[config.mk]
export PLATFORM = sky130hd
export DESIGN_NAME = flash_strobe_ack
export DESIGN_NICKNAME = d
export VERILOG_FILES = /design/src/rtl/fsa_pkg.sv /design/src/rtl/fsa_route_decode.sv /design/src/rtl/fsa_wait_counter.sv /design/src/rtl/flash_strobe_ack.sv
export SDC_FILE = /design/constraint.sdc
export NUM_CORES = 1
export LEC_CHECK = 0
export BUFFER_PORTS_ARGS = -buffer_cell sky130_fd_sc_hd__clkbuf_2
export CORE_AREA = 2 2 39 41
export DETAILED_ROUTE_END_ITERATION = 8
export DIE_AREA = 0 0 41 43
export HOLD_SLACK_MARGIN = 0.08
export MAX_ROUTING_LAYER = met4
export SYNTH_ARGS = -nofsm -noshare
export SYNTH_HDL_FRONTEND = slang
export SYNTH_SLANG_ARGS = --single-unit
[constraint.sdc]
create_clock -name clk -period 2.6 [get_ports clk]
set_input_delay 0.52 -clock clk [delete_from_list [all_inputs] [get_ports clk]]
set_output_delay 0.52 -clock clk [all_outputs]
set_load 0.03 [all_outputs]
[src/rtl/fsa_pkg.sv]
// Package: shared types for the flash strobe / acknowledge generator.
// Assumes: all strobes are active-low; the strap is static during an access.
package fsa_pkg;

    typedef enum logic {
        ROUTE_TARGET = 1'b0,
        ROUTE_FLASH  = 1'b1
    } route_e;

    typedef struct packed {
        logic we_n;
        logic oe_n;
    } flash_strobe_t;

endpackage

[src/rtl/fsa_route_decode.sv]
// Module: fsa_route_decode
// Decodes the chip selects and the strap. It produces the flash strobes and
// the "acknowledged access" qualifier.
// Assumes: inputs are synchronous to the system clock; purely combinational.
module fsa_route_decode
    import fsa_pkg::*;
(
    input  logic          cs0_n,
    input  logic          route_flash,
    input  logic          cs1_n,
    input  logic          rd_wr,
    output flash_strobe_t strobe,
    output logic          ack_qual
);

    logic flash_sel;
    logic tgt_cs0;

    // Split the primary chip select by strap position.
    always_comb begin
        flash_sel = !cs0_n && (route_e'(route_flash) == ROUTE_FLASH);
        tgt_cs0   = !cs0_n && (route_e'(route_flash) == ROUTE_TARGET);
    end

    // Drive one flash strobe per direction, only while the flash is selected.
    always_comb begin
        strobe.oe_n = !(flash_sel && rd_wr);
        strobe.we_n = !(flash_sel && !rd_wr);
    end

    // Mark the accesses that must be answered with a delayed acknowledge.
    always_comb begin
        ack_qual = tgt_cs0 || !cs1_n;
    end

endmodule

[src/rtl/fsa_wait_counter.sv]
// Module: fsa_wait_counter
// Counts wait states during an acknowledged access and produces the
// acknowledge value and its drive enable.
// Assumes: ack_qual is held for the whole access; synchronous active-low reset.
module fsa_wait_counter #(
    parameter int WAIT_STATES = 2
) (
    input  logic clk,
    input  logic rst_n,
    input  logic ack_qual,
    output logic ack_n_o,
    output logic ack_en_o
);

    localparam int CW = $clog2(WAIT_STATES + 1);
    localparam logic [CW-1:0] LIMIT = CW'(WAIT_STATES);

    logic [CW-1:0] cnt;

    // Advance once per clock while the access lasts; saturate; clear otherwise.
    always_ff @(posedge clk) begin
        if (!rst_n) begin
            cnt <= '0;
        end else if (!ack_qual) begin
            cnt <= '0;
        end else if (cnt != LIMIT) begin
            cnt <= cnt + 1'b1;
        end
    end

    // Acknowledge once the limit is reached; drive while counting or accessing.
    always_comb begin
        ack_n_o  = (cnt != LIMIT);
        ack_en_o = ack_qual || (cnt != '0);
    end

    // an idle cycle leaves the counter at zero on the next clock
    p_idle_clear_r9: assert property (@(posedge clk) disable iff (!rst_n)
        !ack_qual |=> (cnt == '0));

    // the counter advances by one each clock until the limit
    p_advance_r7: assert property (@(posedge clk) disable iff (!rst_n)
        (ack_qual && cnt != LIMIT) |=> (cnt == $past(cnt) + 1'b1));

    // no acknowledge in the first clock of an access
    p_first_no_ack_r7: assert property (@(posedge clk) disable iff (!rst_n)
        (ack_qual && cnt == '0) |-> ack_n_o);

    // once given, the acknowledge persists while the access lasts
    p_hold_r8: assert property (@(posedge clk) disable iff (!rst_n)
        (ack_qual && !ack_n_o) |=> !ack_n_o);

endmodule

[src/rtl/flash_strobe_ack.sv]
// Module: flash_strobe_ack (top)
// Produces the flash control strobes and the wait-stated acknowledge for
// target-routed accesses.
// Assumes: synchronous active-low reset; an external pad stage uses ack_en
// to release the shared acknowledge line.
module flash_strobe_ack
    import fsa_pkg::*;
#(
    parameter int WAIT_STATES = 2
) (
    input  logic clk,
    input  logic rst_n,
    input  logic cs0_n,
    input  logic route_flash,
    input  logic cs1_n,
    input  logic rd_wr,
    output logic flash_we_n,
    output logic flash_oe_n,
    output logic flash_rst_n,
    output logic ack_n,
    output logic ack_en
);

    flash_strobe_t strobe;
    logic          ack_qual;

    fsa_route_decode u_decode (
        .cs0_n       (cs0_n),
        .route_flash (route_flash),
        .cs1_n       (cs1_n),
        .rd_wr       (rd_wr),
        .strobe      (strobe),
        .ack_qual    (ack_qual)
    );

    fsa_wait_counter #(
        .WAIT_STATES (WAIT_STATES)
    ) u_wait (
        .clk      (clk),
        .rst_n    (rst_n),
        .ack_qual (ack_qual),
        .ack_n_o  (ack_n),
        .ack_en_o (ack_en)
    );

    // Present the decoded strobes and pass the system reset to the flash.
    always_comb begin
        flash_we_n  = strobe.we_n;
        flash_oe_n  = strobe.oe_n;
        flash_rst_n = rst_n;
    end

    // the flash never sees both strobes at once
    p_strobe_excl_r4: assert property (@(posedge clk) disable iff (!rst_n)
        !(!flash_we_n && !flash_oe_n));

    // a held flash-only access keeps the acknowledge driver off
    p_flash_no_ack_r6: assert property (@(posedge clk) disable iff (!rst_n)
        (!cs0_n && route_flash && cs1_n && $past(!cs0_n && route_flash && cs1_n))
        |-> !ack_en);

    // strobes stay inactive with the primary select negated
    p_idle_strobes_r1: assert property (@(posedge clk) disable iff (!rst_n)
        cs0_n |-> (flash_we_n && flash_oe_n));

endmodule

==> qor.txt, run 1 <==
Status: complete, no violations
Critical Path AT: 1.17 ns
Routed Antenna Nets: 0
Fraction of layout cells with a size suffix above 1: 46.4%
Synthesized Nets: 24
IO Count: 11
Layout area overhead: 58.6%
Die X-Extent: 41 microns
Top Registers: u_wait.cnt: 2 flops
Syn avg cell area: 9.07 sq um
Met1 GRT Util: 4.15%
Num CTS Buffers: 3
Fmax: 593 MHz
Synthesized area: 145 sq um
Core box area: 0.00138 sq mm
Post-CTS Hold Buffers: 0
Total clock sinks: 2
Number of max-cap violations: 0
Fin. max-slew vios: 0
RD Place Congestion: 0.554
Synth Instances: 16
Max FFs per register: 2
Required @ worst endpoint: 2.08 ns
Initial core utilization: 10.5%
Total grt overflow: 0
CP Class: in2out
CTS root buf: clkbuf_4
Startpoint types: input pin
Largest reg by FF count: u_wait.cnt
Clk_lat worst skew: 0.22 ns
Fin crit period: 1.69 ns
H-tree Lvls: 1
First-pass DRT Iterations: 1
Final cell count without fillers: 44
Fin nets: 38
Post-DP HPWL: 268 microns
Final Cycle Share: 64.8%
Most frequent CP cell: clkbuf_2
IO Port Bufs: 10
Via count of the first global-routing pass: 145
Cells along the critical path: clkbuf_2 > or3b_1 > clkbuf_2
CTS tree: built
Register area share after synthesis: 27.6%
Final Hold Vio Count: 0
Antenna violations before repair: 0
CP max stage cell: or3b_1
Chip height: 43 microns
Clock transition at path regs: 0.03 ns
Post-CTS Setup Repair Bufs: 0
First-pass GRT wire length: 489 microns
ANT cells: 0
Synth warn: 0
WP buf/inv: 2
RSZ-0062 raised after global routing: no
Wirelength per Cell: 7.50 microns
Final setup viols: 0
Gr usage total: 4.62%
Final hold slack: 0.579 ns
Worst setup EP type: output pin
Max FO, Critical Path: 3
Grt peak-use layer: met2
Final wirelength: 330 microns
Layout Skew: 0.00236 ns
CP delay by family, top: simple AND/OR/NAND/NOR gates
Initial DRC Count: 0
DR DRC count: 0
Max Root-Sink Buffers: 2
Final setup margin: 0.915 ns
Worst min path class: in2reg
Vias per inst: 3.23
Relative slew slack: 90.5%
Die area: 0.00176 sq mm
Inst Count DP: 41
Final TNS setup: 0 ns
Rows: 14
Maximum VDD drop: 153 uV
Count of cell types in the netlist: 11
Pre-CTS setup slack: 0.916 ns
Leak pwr: 0.109 nW
CP max stage delay: 0.37 ns
Met3 Usage GRT: 3.14%
Resized Gates After CTS: 0
Vias: 142
P per Cell Area: 590 mW/mm^2
Largest net degree at the start of global routing: 4
Worst slew pin tran: 0.138 ns
Flip-flop and latch count after synthesis: 2
Met2 Usage GRT: 6.25%
-- metal layers --
| metal | up-vias | wire [microns] | part of all wire [%] |
|---|---|---|---|
| met5 | - | 0 | 0 |
| met4 | 0 | 0 | 0 |
| met3 | 0 | 44 | 13 |
| met2 | 9 | 144 | 44 |
| met1 | 57 | 142 | 43 |
| li1 | 76 | - | - |
-- power by group --
group	total [mW]	internal, mW	switching, mW
clock	0.0663	0.0507	0.0156
sequential	0.0356	0.0338	0.00181
combinational	0.0339	0.0133	0.0206
-- synth_stat cells (all sizes together) --
cell type  instances  area share [%]
nand2              1             2.6
xor2               1             6.0
or3b               1             6.0
ha                 2              17
mux2i              1             6.9
o21a               1             5.2
dfxtp              2              28
nand3b             1             5.2
nor3b              2              10
buf                1             5.2
inv                3             7.8
-- worst reg2reg max path, stage by stage, from the launching register on --
cell and delay (ns):
dfxtp_1 0.33, inv_1 0.06, ha_1 0.24, xor2_1 0.16, nor3b_1 0.17
-- final cells by class --
cell class | instances | area, sq um
clock buffer | 3 | 22.5
inverter | 3 | 11.3
sequential | 2 | 40.0
fill | 161 | 1150
multi-input combinational | 10 | 86.3
timing repair buffer | 10 | 50.0
tap | 16 | 20.0
-- placed cells by master (no fill, tap or decap) --
| cell | n |
|---|---|
| clkbuf_2 | 10 |
| clkbuf_4 | 3 |
| dfxtp_1 | 2 |
| ha_1 | 2 |
| inv_1 | 3 |
| mux2i_1 | 1 |
| nand2_1 | 1 |
| nand3b_1 | 1 |
| nor3b_1 | 2 |
| o21a_1 | 1 |
| or3b_1 | 1 |
| xor2_1 | 1 |
-- cell families (layout without fill, tap and decap cells) --
family	count (synthesis)	after routing	synth area share [%]
AOI/OAI and AO/OA	1	1	5.17
xor gates and xnor gates	1	1	6.04
adders and majority gates	2	2	17.2
buffers and inverters	4	16	12.9
DFF	2	2	27.6
muxes	1	1	6.90
and+or+nand+nor	5	5	24.1
-- path summary, 6_finish.rpt --
check                             start                          to  slack, ns  cells after the start
max                               cs0_n                  flash_we_n       0.91                      3
min                               rst_n  u_wait.cnt[0]$_SDFFE_PN0P_       0.58                      2
max reg2reg  u_wait.cnt[0]$_SDFFE_PN0P_  u_wait.cnt[0]$_SDFFE_PN0P_       1.56                      4
min reg2reg  u_wait.cnt[0]$_SDFFE_PN0P_  u_wait.cnt[0]$_SDFFE_PN0P_       0.58                      2
-- metrics by stage --
step | utilization [%] | power [mW] | instance area, sq um
finish | 16.6 | 0.136 | 230
global route | 16.6 | 0.147 | 230
CTS | 16.6 | 0.141 | 230
global placement | 15.0 | 0.0689 | 208
floorplan | - | 0.0596 | 145
detailed placement | 15.0 | 0.0701 | 208
(Power assumes the default switching activity.)
==> inputs of run 2 (changes only) <==
clock period = 1.44 ns   (was 2.6 ns; I/O delays follow)
==> run 2 against run 1 <==
  * Non-clock buffer count unchanged
  * Cell count unchanged
  * Routed wire length up 5.5%
  * Clock skew up 0.0022 ns
  * Sequential cell count unchanged
  * Core utilization up 0.36 points
  * First-iteration DRC count unchanged
  * Total power up 87%
  * Global-route usage up 0.61 points
  * Die area unchanged
  * Sequential share of layout area down 0.37 points
==> qor.txt, run 2 (synthesis gave the netlist of run 1 again) <==
Required @ worst endpoint: 1.15 ns (-0.93 ns)
RD Place Congestion: 0.554 (about the same)
NetSw: 0.0748 mW (+97%)
DR DRC count: 0 (unchanged)
Clock transition at path regs: 0.03 ns (about the same)
Wirelength per Cell: 7.91 microns (+5.5%)
RR Endpoint: u_wait.cnt[1]$_SDFFE_PN0P_
RSZ-0062 raised after global routing: no
Final setup margin: 0.101 ns (-0.814 ns)
Top Registers: u_wait.cnt: 2 flops
H-tree Lvls: 1 (unchanged)
DP Area: 208 sq um (unchanged)
CTS root buf: clkbuf_4
Fraction of layout cells with a size suffix above 1: 50.0% (+3.6 points)
IO Count: 11 (unchanged)
Chip height: 43 microns (unchanged)
Clk_lat worst skew: 0.23 ns (about the same)
First-pass GRT wire length: 517 microns (+5.7%)
Initial core utilization: 10.5% (unchanged)
Largest reg by FF count: u_wait.cnt
Hold Crit Depth: 2 (unchanged)
Fin nets: 38 (unchanged)
Gr usage total: 5.23% (+0.61 points)
Largest net degree at the start of global routing: 4 (unchanged)
Critical Path AT: 1.05 ns (-0.12 ns)
Max FFs per register: 2 (unchanged)
Vias: 145 (+2.1%)
Relative slew slack: 90.5% (about the same)
Vias per inst: 3.30 (+2.1%)
Final Cycle Share: 93.0%
Final setup viols: 0 (unchanged)
Worst min path class: in2reg
WHS Endpoint: u_wait.cnt[1]$_SDFFE_PN0P_
Via count of the first global-routing pass: 141 (-2.8%)
Final Util: 17.0% (+0.36 points)
ANT cells: 0 (unchanged)
Worst Reg-to-Reg Cells: 4 (unchanged)
Gate power share: 24.8% (about the same)
Num CTS Buffers: 3 (unchanged)
Commonest cells after routing, fill and taps aside: clkbuf_2, clkbuf_4, inv_1
Final Hold Vio Count: 0 (unchanged)
First-pass DRT Iterations: 1 (unchanged)
Worst setup EP type: output pin
Clk pwr share: 49.9% (+1.1 points)
Core box area: 0.00138 sq mm (unchanged)
Final cell count without fillers: 44 (unchanged)
Status: complete, no violations
Number of max-cap violations: 0 (unchanged)
Total grt overflow: 0 (unchanged)
CTS tree: built
Routed Antenna Nets: 0 (unchanged)
Layout area overhead: 62.1%
Final TNS setup: 0 ns (unchanged)
Maximum VDD drop: 172 uV (+12%)
Total clock sinks: 2 (unchanged)
Final Cell Area: 235 sq um (+2.2%)
Max FO, Critical Path: 2 (-1)
Internal power: 0.179 mW (+83%)
FF-to-FF Start: u_wait.cnt[0]$_SDFFE_PN0P_
Fmax: 747 MHz
Antenna violations before repair: 0 (unchanged)
P per Cell Area: 1080 mW/mm^2 (+83%)
Final wirelength: 348 microns (+5.5%)
Leak pwr: 0.108 nW (-0.86%)
Most common cell after layout, fill and taps aside: clkbuf_2
Pre-CTS setup slack: 0.225 ns (-0.691 ns)
Sequential fraction of design power: 25.3% (-0.9 points)
Inst Count DP: 41 (unchanged)
Final hold slack: 0.347 ns (-0.232 ns)
Rows: 14 (unchanged)
Net Sw Frac: 29.5% (+1.6 points)
CP Class: reg2out
R2R Setup Slk: 0.44 ns (-1.12 ns)
Post-DP HPWL: 262 microns (-2.2%)
IO Port Bufs: 10 (unchanged)
Layout Skew: 0.00455 ns (+0.00219 ns)
Die X-Extent: 41 microns (unchanged)
Max Root-Sink Buffers: 2 (unchanged)
Initial DRC Count: 0 (unchanged)
Startpoint types: flip-flop
Worst slew pin tran: 0.138 ns (+0.000424 ns)
Tot Pwr: 0.253 mW (+87%)
Die area: 0.00176 sq mm (unchanged)
Fin crit period: 1.34 ns
Fin. max-slew vios: 0 (unchanged)
Min-delay src: rst_n
[run 2: cell count changes in the layout (fill, tap and decap cells not counted)]
cell	delta
clkbuf_2	-1
clkbuf_4	+1
ha_1	-1
ha_2	+1
[run 2: cell type report]
cell class | count | area (sq um)
sequential | 2 | 40.0
tap | 16 | 20.0
timing repair buffer | 10 | 52.6
fill | 149 | 1150
multi-input combinational | 10 | 88.8
inverter | 3 | 11.3
clock buffer | 3 | 22.5
[run 2: worst max-delay path, cell delays in order, from the launching register on]
cell and delay, ns:
dfxtp_1 0.33, inv_1 0.07, ha_1 0.19, nand2_1 0.05
clkbuf_2 0.20
[run 2: power groups by stage]
stage               sequential, mW  clock (mW)  combinational (mW)
floorplan                   0.0643           0              0.0433
global placement            0.0647           0              0.0596
detailed placement          0.0649           0              0.0618
CTS                         0.0642       0.132              0.0623
global route                0.0651       0.135              0.0707
finish                      0.0642       0.126              0.0627
[run 2: how the worst max path moves through the flow]
| stage | endpoint | startpoint | slack, ns |
|---|---|---|---|
| final | ack_en | u_wait.cnt[0]$_SDFFE_PN0P_ | 0.10 |
| after global routing | ack_n | u_wait.cnt[0]$_SDFFE_PN0P_ | 0.03 |
| after CTS | ack_n | u_wait.cnt[0]$_SDFFE_PN0P_ | 0.02 |
| after detailed placement | flash_we_n | cs0_n | 0.22 |
| after global placement | flash_we_n | cs0_n | 0.23 |
| after floorplan | ack_n | u_wait.cnt[0]$_SDFFE_PN0P_ | 0.34 |
[run 2: layer usage]
metal | vias to the layer above | track usage [%] | wire length [microns]
met2 | 9 | 5.94 | 149
met4 | 0 | 8.00 | 7
met3 | 2 | 3.14 | 50
met5 | - | - | 0
li1 | 76 | - | -
met1 | 58 | 4.46 | 140
[run 2: timing repair]
item	4_1_cts	5_1_grt
buffers inserted	0	0
hold buffers	0	0
gates resized for setup	0	3
setup endpoints to repair	0	1
==> inputs of run 3 (changes only) <==
CELL_PAD_IN_SITES_DETAIL_PLACEMENT = 1   (was not set)
CELL_PAD_IN_SITES_GLOBAL_PLACEMENT = 1   (was not set)
GPL_TIMING_DRIVEN = 0   (was not set)
PLACE_DENSITY_LB_ADDON = 0.1   (was not set)
==> run 3 against run 2 <==
  * Non-clock buffer count grew 1
  * First-iteration DRC count is the same
  * Hold slack lost 0.012 ns
  * Critical endpoint unchanged
  * Maximum frequency shrank 1.2%
  * Largest power group unchanged
  * Highest routed layer unchanged
  * Sequential cell count is the same
==> qor.txt, run 3 (synthesis gave the netlist of run 1 again) <==
Status: complete, no violations
Met1 GRT Util: 4.79% (+0.33 points)
Core box area: 0.00138 sq mm (unchanged)
Startpoint types: flip-flop
Fin nets: 39 (+2.6%)
H-tree Lvls: 1 (unchanged)
RSZ-0062 raised after global routing: no
Post-DP HPWL: 314 microns (+20%)
Grt peak-use layer: met4
Clock transition at path regs: 0.03 ns (about the same)
Total clock sinks: 2 (unchanged)
Layout Skew: 0.00138 ns (-0.00316 ns)
Leak pwr: 0.113 nW (+4.4%)
Clk pwr share: 49.3% (-0.6 points)
Largest reg by FF count: u_wait.cnt
Post-CTS Setup Repair Bufs: 0 (unchanged)
Cells along the critical path: inv_1 > ha_1 > nand2_1 > clkbuf_2
Largest net degree at the start of global routing: 4 (unchanged)
Seq. cell area: 40.0 sq um (unchanged)
Clk_lat worst skew: 0.23 ns (about the same)
Gr usage total: 5.95% (+0.72 points)
DR DRC count: 0 (unchanged)
Final TNS setup: 0 ns (unchanged)
First-pass DRT Iterations: 1 (unchanged)
Initial core utilization: 10.5% (unchanged)
Layout area overhead: 67.2%
Most common cell after layout, fill and taps aside: clkbuf_2
Worst setup EP type: output pin
ANT cells: 0 (unchanged)
Relative slew slack: 89.0% (-1.5 points)
Vias: 158 (+9.0%)
Commonest cells after routing, fill and taps aside: clkbuf_2, clkbuf_4, inv_1
Fin. max-slew vios: 0 (unchanged)
Met3 Usage GRT: 1.57% (-1.6 points)
CP Class: reg2out
Layout fillers: 165 (+11%)
Top Registers: u_wait.cnt: 2 flops
Final Hold Vio Count: 0 (unchanged)
CTS root buf: clkbuf_4
Final Cycle Share: 94.1% (+1.1 points)
NetSw: 0.0757 mW (+1.2%)
Num CTS Buffers: 3 (unchanged)
Total grt overflow: 0 (unchanged)
Met2 Usage GRT: 6.88% (+0.94 points)
Worst slew pin tran: 0.160 ns (+0.0216 ns)
P per Cell Area: 1050 mW/mm^2 (-2.1%)
Die area: 0.00176 sq mm (unchanged)
Number of max-cap violations: 0 (unchanged)
Sequential fraction of design power: 25.3% (about the same)
CP max stage cell: dfxtp_1
First-pass GRT wire length: 558 microns (+7.9%)
Maximum VDD drop: 252 uV (+47%)
CTS tree: built
Final setup viols: 0 (unchanged)
Internal power: 0.180 mW (+0.94%)
Critical Path AT: 1.07 ns (+0.02 ns)
CP max stage delay: 0.33 ns (about the same)
IO Port Bufs: 10 (unchanged)
Via count of the first global-routing pass: 157 (+11%)
Fin crit period: 1.36 ns (+0.0159 ns)
Die X-Extent: 41 microns (unchanged)
Final wirelength: 391 microns (+12%)
Tot Pwr: 0.256 mW (+1.0%)
RD Place Congestion: 0.613 (+11%)
Area of the multi-input gates: 88.8 sq um (unchanged)
Vias per inst: 3.51 (+6.5%)
Fraction of layout cells with a size suffix above 1: 51.7% (+1.7 points)
Max FO, Critical Path: 2 (unchanged)
Net Sw Frac: 29.6% (+0.057 points)
Fmax: 738 MHz (-1.2%)
Gate power share: 25.4% (+0.6 points)
IO Count: 11 (unchanged)
Wirelength per Cell: 8.69 microns (+9.9%)
Max Root-Sink Buffers: 2 (unchanged)
Worst min path class: in2reg
Routed Antenna Nets: 0 (unchanged)
Initial DRC Count: 0 (unchanged)
Max FFs per register: 2 (unchanged)
Chip height: 43 microns (unchanged)
Rows: 14 (unchanged)
Antenna violations before repair: 0 (unchanged)
Required @ worst endpoint: 1.15 ns (about the same)
==> run 3: changes by cell type in the layout (fill, tap and decap cells not counted), sizes merged <==
cell,delta
buf,+1
==> run 3: worst paths after layout <==
path / startpoint / end / slack, ns / depth (start not counted)
max reg2reg: u_wait.cnt[0]$_SDFFE_PN0P_ / u_wait.cnt[1]$_SDFFE_PN0P_ / 0.41 / 4
min: rst_n / u_wait.cnt[0]$_SDFFE_PN0P_ / 0.34 / 2
max: u_wait.cnt[0]$_SDFFE_PN0P_ / ack_en / 0.08 / 4
min reg2reg: u_wait.cnt[0]$_SDFFE_PN0P_ / u_wait.cnt[0]$_SDFFE_PN0P_ / 0.57 / 2
==> run 3: layout make-up <==
cell class                      count  share of cell area, %
Multi-Input combinational cell     10                   36.6
Timing Repair Buffer               10                   21.6
Sequential cell                     2                   16.5
Clock buffer                        3                   9.28
Tap cell                           16                   8.25
Inverter                            3                   4.64
Buffer                              1                   3.09
==> run 3: power by group through the flow <==
stage          Sequential, mW  Clock (mW)  Combinational (mW)
2_1_floorplan          0.0643           0              0.0433
3_3_place_gp           0.0652           0              0.0638
3_5_place_dp           0.0654           0              0.0653
4_1_cts                0.0646       0.136              0.0656
5_1_grt                0.0651       0.136              0.0729
6_report               0.0647       0.126              0.0650
==> run 3: timing repair <==
item | 4_1_cts | 5_1_grt
resized for setup | 0 | 3
hold buffers | 0 | 0
setup endpoints to repair | 0 | 1
endpoints found under the hold margin | 0 | 0
==> run 3: critical path, delay by kind of cell (launching register included) <==
family | cells | cell delay [ns]
simple gates | 1 | 0.05
flops | 1 | 0.33
buf+inv | 2 | 0.26
fa+ha+maj | 1 | 0.19
==> run 3: layer usage <==
| layer | share of wire, % | wire (microns) | up-vias |
|---|---|---|---|
| li1 | - | - | 77 |
| met1 | 39 | 151 | 66 |
| met2 | 41 | 160 | 11 |
| met3 | 14 | 54 | 4 |
| met4 | 6.1 | 24 | 0 |
| met5 | 0 | 0 | - |
==> run 3: stage by stage <==
step / cells / setup slack [ns] / cell area [sq um] / utilization [%] / hold WS [ns]
final: 45 / 0.0849 / 243 / 17.5 / 0.335
after global routing: 45 / 0.0195 / 243 / 17.5 / 0.339
after CTS: 45 / 0.00201 / 238 / 17.2 / 0.330
after detailed placement: 42 / 0.220 / 215 / 15.6 / 0.573
after global placement: 42 / 0.228 / 215 / 15.6 / 0.571
after floorplan: 16 / 0.338 / 145 / - / 0.455
